`src/rtl/ftab_pkg.sv`:
```
package ftab_pkg;

  typedef enum logic [1:0] {
    ST_IDLE  = 2'd0,
    ST_CHECK = 2'd1,
    ST_WALK  = 2'd2
  } seq_st_e;

  // walk phases: one flip, then three flips (!x, x, !x)
  typedef enum logic [1:0] {
    PH_SINGLE = 2'd0,
    PH_TRI_A  = 2'd1,
    PH_TRI_B  = 2'd2,
    PH_TRI_C  = 2'd3
  } walk_ph_e;

endpackage

```
`src/rtl/ftab_step.sv`:
```
module ftab_step #(
  parameter int SW = 3
) (
  input  logic [SW-1:0] cur,
  input  logic [SW-1:0] nxt,
  input  logic [SW-1:0] steps,
  output logic          settled,
  output logic          overrun
);

  localparam int          LAST_I    = (1 << SW) - 1;
  localparam logic [SW-1:0] LAST_MOVE = LAST_I[SW-1:0];

  always_comb begin
    settled = (nxt == cur);
    overrun = !settled && (steps == LAST_MOVE);
  end

endmodule

```
`src/rtl/ftab_seq.sv`:
```
module ftab_seq
  import ftab_pkg::*;
#(
  parameter int SW = 3
) (
  input  logic          clk,
  input  logic          rst,
  input  logic          start,
  output logic [SW:0]   rd_addr,
  input  logic [SW-1:0] rd_data,
  output logic          busy,
  output logic          done,
  output logic          pass,
  output logic          osc_err,
  output logic [SW-1:0] fail_state,
  output logic          fail_in
);

  localparam int        AW       = SW + 1;
  localparam logic [AW-1:0] IDX_LAST = {AW{1'b1}};

  seq_st_e       st;
  walk_ph_e      ph;
  logic [AW-1:0] idx;
  logic [SW-1:0] cur;
  logic          inx;
  logic [SW-1:0] steps;
  logic [SW-1:0] first_fin;

  logic [SW-1:0] idx_s;
  logic          idx_x;
  logic          settled;
  logic          overrun;

  assign idx_s = idx[AW-1:1];
  assign idx_x = idx[0];

  assign rd_addr = (st == ST_CHECK) ? idx : {cur, inx};

  ftab_step #(.SW(SW)) u_step (
    .cur     (cur),
    .nxt     (rd_data),
    .steps   (steps),
    .settled (settled),
    .overrun (overrun)
  );

  always_ff @(posedge clk) begin
    if (rst) begin
      st         <= ST_IDLE;
      ph         <= PH_SINGLE;
      idx        <= '0;
      cur        <= '0;
      inx        <= 1'b0;
      steps      <= '0;
      first_fin  <= '0;
      busy       <= 1'b0;
      done       <= 1'b0;
      pass       <= 1'b0;
      osc_err    <= 1'b0;
      fail_state <= '0;
      fail_in    <= 1'b0;
    end else begin
      unique case (st)
        ST_IDLE: begin
          if (start) begin
            busy       <= 1'b1;
            done       <= 1'b0;
            pass       <= 1'b0;
            osc_err    <= 1'b0;
            fail_state <= '0;
            fail_in    <= 1'b0;
            idx        <= '0;
            st         <= ST_CHECK;
          end
        end

        ST_CHECK: begin
          if (rd_data == idx_s) begin
            cur   <= idx_s;
            inx   <= ~idx_x;
            ph    <= PH_SINGLE;
            steps <= '0;
            st    <= ST_WALK;
          end else if (idx == IDX_LAST) begin
            busy <= 1'b0;
            done <= 1'b1;
            pass <= 1'b1;
            st   <= ST_IDLE;
          end else begin
            idx <= idx + 1'b1;
          end
        end

        ST_WALK: begin
          if (settled) begin
            steps <= '0;
            unique case (ph)
              PH_SINGLE: begin
                first_fin <= cur;
                cur       <= idx_s;
                inx       <= ~idx_x;
                ph        <= PH_TRI_A;
              end
              PH_TRI_A: begin
                inx <= idx_x;
                ph  <= PH_TRI_B;
              end
              PH_TRI_B: begin
                inx <= ~idx_x;
                ph  <= PH_TRI_C;
              end
              PH_TRI_C: begin
                if (cur != first_fin) begin
                  busy       <= 1'b0;
                  done       <= 1'b1;
                  pass       <= 1'b0;
                  osc_err    <= 1'b0;
                  fail_state <= idx_s;
                  fail_in    <= idx_x;
                  st         <= ST_IDLE;
                end else if (idx == IDX_LAST) begin
                  busy <= 1'b0;
                  done <= 1'b1;
                  pass <= 1'b1;
                  st   <= ST_IDLE;
                end else begin
                  idx <= idx + 1'b1;
                  st  <= ST_CHECK;
                end
              end
              default: ph <= PH_SINGLE;
            endcase
          end else if (overrun) begin
            busy       <= 1'b0;
            done       <= 1'b1;
            pass       <= 1'b0;
            osc_err    <= 1'b1;
            fail_state <= idx_s;
            fail_in    <= idx_x;
            st         <= ST_IDLE;
          end else begin
            cur   <= rd_data;
            steps <= steps + 1'b1;
          end
        end

        default: st <= ST_IDLE;
      endcase
    end
  end

endmodule

```
`config.mk`:
```
export PLATFORM = sky130hd
export DESIGN_NAME = ftab_seq
export DESIGN_NICKNAME = d
export VERILOG_FILES = /design/src/rtl/ftab_pkg.sv /design/src/rtl/ftab_step.sv /design/src/rtl/ftab_seq.sv
export SDC_FILE = /design/constraint.sdc
export NUM_CORES = 1
export LEC_CHECK = 0
export BUFFER_PORTS_ARGS = -buffer_cell sky130_fd_sc_hd__buf_4
export CORE_UTILIZATION = 36
export DETAILED_ROUTE_END_ITERATION = 8
export GPL_TIMING_DRIVEN = 0
export PLACE_DENSITY_LB_ADDON = 0.12
export SKIP_LAST_GASP = 1
export SYNTH_ARGS = -nofsm -noshare
export SYNTH_HDL_FRONTEND = slang
export SYNTH_SLANG_ARGS = --single-unit
```
`constraint.sdc`:
```
create_clock -name clk -period 3.1 [get_ports clk]
set_input_delay 0.93 -clock clk [delete_from_list [all_inputs] [get_ports clk]]
set_output_delay 0.93 -clock clk [all_outputs]
set_load 0.03 [all_outputs]
```
==> flow_summary.ini <==
[status]
status = finished clean

[clock_tree]
cts_max_level = 1
root_buffer = clkbuf_8
cts.clk_slew.worst_paths_ps = 100
cts_tree = built
cts_setup_buffers = 0
cts_sinks = 26
clockBufferDepth = 2
worstSkewPairLatency_ps = 270
ctsResizeCount = 0
ctsHoldBuffers = 0
cts_inserted_buffers = 3

[synth]
synth-seq-area-share_pct = 29.9
yosys_register_bits = 26
synth_cells = 199
yosys_warnings = 0
syn_avg_cell_area_um2 = 8.75
ys_async_sr_fraction_pct = 0
syn_area_um2 = 1740
synth_nets = 217
yosysUniqueCellTypes = 46
synth_top_flop_cell = dfxtp_1
synth-edff-count = 0

[worst_setup_path]
cp_top_family = buffers and inverters
worstPathMaxFanout = 10
crit_cells = 5
crit_type = reg2out
r2r_cells = 8
worstPathRequired_ps = 2170
cp.arrival_ps = 1930
path_cells = inv_1 -> ha_1 -> clkbuf_1 -> mux2_2 -> buf_4
critPathSlowestCell = clkbuf_1
crit_buf_inv = 3
worstSetupEndpointType = primary output
cp_slowest_stage_delay_ps = 440
start_kind = flop

[sta]
fin_crit_sh_pct = 92.3
setup_viol_count_final = 0
finalClockSkew_ps = 11.3
fin_setup_tns_ps = 0
fmax_ghz = 0.349
finalHoldViolations = 0
tightest_slew_ps = 1010
relSlewSlack_pct = 32.2
post-route-min-period_ps = 2860
whs_ps = 476
slew_viol_final = 0
rsz0062_at_grt = false

[routing]
wl_um = 4270
drt_pass1_iterations = 4
drc_errors = 0
drt_first_iter_violations = 105
wl_per_cell_um = 15.9
ant_nets = 0
num_vias = 1535
vias_per_cell = 5.73

[final_layout]
fillCellCount = 456
syn2layout_area_growth_pct = 12.1
layout.nets = 236
antenna_cells_inserted = 0
drive_above_1_share_pct = 18.1

[grt]
grt_antenna_before_repair = 0
overflow = 0
grt_start_max_net_pins = 14
grt_pass1_vias = 1484
grt_use_total_pct = 18.4
grt_pass1_wl_um = 7380

[floorplan]
num_rows = 24
boundaryPins = 18
core_area_um2 = 4500
start_util_pct = 38.7
die_area_um2 = 5120
die_y_um = 71.6
fp.dieW_um = 71.6

[pwr]
leakagePower_uw = 0.000833
fin_total_pwr_uw = 902
power_density_nw_per_um2 = 462
vdd_ir_drop_max_mv = 0.207

[hold_path]
hold_depth = 2
holdCritPathClass = reg2reg

[place]
port_buffers = 14
hpwl_um = 3260
place_congestion = 0.865

[flow_run]
max-cap-violations = 0
[flip-flops by register name, indices dropped and copies added, names as in the netlist]
| register | cells |
|---|---|
| st | 2 |
| first_fin | 3 |
| ph | 2 |
| steps | 3 |
| fail_state | 3 |
| inx | 1 |
| osc_err | 1 |
| busy | 1 |
| cur | 3 |
| pass | 1 |
| done | 1 |
| fail_in | 1 |
| idx | 4 |
[layout by cell type (no fill, tap or decap), drive strengths merged, types with 2 or more instances in the layout]
cell type,instances
a211o,6
a211oi,2
a21oi,7
a31o,4
a31oi,2
a32o,2
a32oi,2
a41o,2
a41oi,2
and3,3
buf,24
clkbuf,10
dfxtp,26
ha,12
inv,11
mux2,4
mux2i,9
nand2,9
nand3,4
nand4,4
nor2,16
nor2b,3
nor3,7
o211ai,2
o21ai,5
o311a,2
o31ai,7
o41ai,3
xnor2,6
xor2,10
[path summary, 6_finish.rpt]
| kind | startpoint | endpoint | slack [ps] |
|---|---|---|---|
| max | st[1] | rd_addr[0] | 240 |
| min | done | done | 480 |
| max reg2reg | st[0] | idx[0] | 790 |
| min reg2reg | done | done | 480 |
[report_power, final]
part           total [uW]  internal [uW]  switching (uW)
Clock                 196           87.3             109
Sequential            371            353            17.7
Combinational         335            125             210
[Yosys cell counts, types with 3 or more instances]
cell / number / area, um2
o31ai_1: 7 / 52.6
xor2_1: 10 / 87.6
buf_4: 3 / 22.5
nor2b_1: 3 / 18.8
a21oi_1: 7 / 35.0
o41ai_1: 3 / 26.3
mux2i_1: 9 / 90.1
inv_1: 11 / 41.3
a31o_2: 4 / 35.0
mux2_2: 4 / 45.0
o21ai_0: 5 / 25.0
nand2_1: 9 / 33.8
clkbuf_1: 7 / 26.3
ha_1: 12 / 150
nand3_1: 4 / 20.0
buf_2: 6 / 30.0
nor3_1: 6 / 30.0
dfxtp_1: 26 / 521
nor2_1: 16 / 60.1
nand4_1: 4 / 25.0
a211o_1: 5 / 43.8
xnor2_1: 6 / 52.6
[cell families after synthesis]
logic type	Yosys count	synth area share, %
compound gates	51	22.9
xor+xnor	16	8.05
fa+ha+maj	12	8.62
buf+inv	29	7.76
flops	26	29.9
mux	13	7.76
simple gates	52	15.0
[area by class of cell]
| cell class | instances | area, um2 | share of cell area [%] |
|---|---|---|---|
| inverters | 12 | 45.0 | 2.31 |
| well taps | 52 | 65.1 | 3.33 |
| repair buffers | 14 | 105 | 5.38 |
| plain buffers | 17 | 90.1 | 4.61 |
| multi-input cells | 144 | 1090 | 55.6 |
| clock buffers | 3 | 41.3 | 2.11 |
| flip-flops and latches | 26 | 520 | 26.6 |
[worst min-delay path, stage by stage (launching register included)]
cell	delay [ps]
dfxtp_1	320
inv_1	40
a221oi_1	60
[metrics by stage]
step | utilization (%) | instance area, um2 | worst slack (ps) | std cells
floorplan | - | 1740 | 539 | 199
global placement | 42.4 | 1910 | 319 | 265
detailed placement | 42.4 | 1910 | 293 | 265
CTS | 43.4 | 1950 | 256 | 268
global route | 43.4 | 1950 | 130 | 268
finish | 43.4 | 1950 | 238 | 268
[per-layer routing]
metal | up-vias | global-route usage, % | wire length, um
met4 | 0 | 3.27 | 40
met5 | - | 0 | 0
met3 | 4 | 3.52 | 169
met1 | 734 | 26.5 | 2130
li1 | 763 | - | -
met2 | 34 | 29.0 | 1940
No activity file was read; power rests on OpenSTA's default activity.
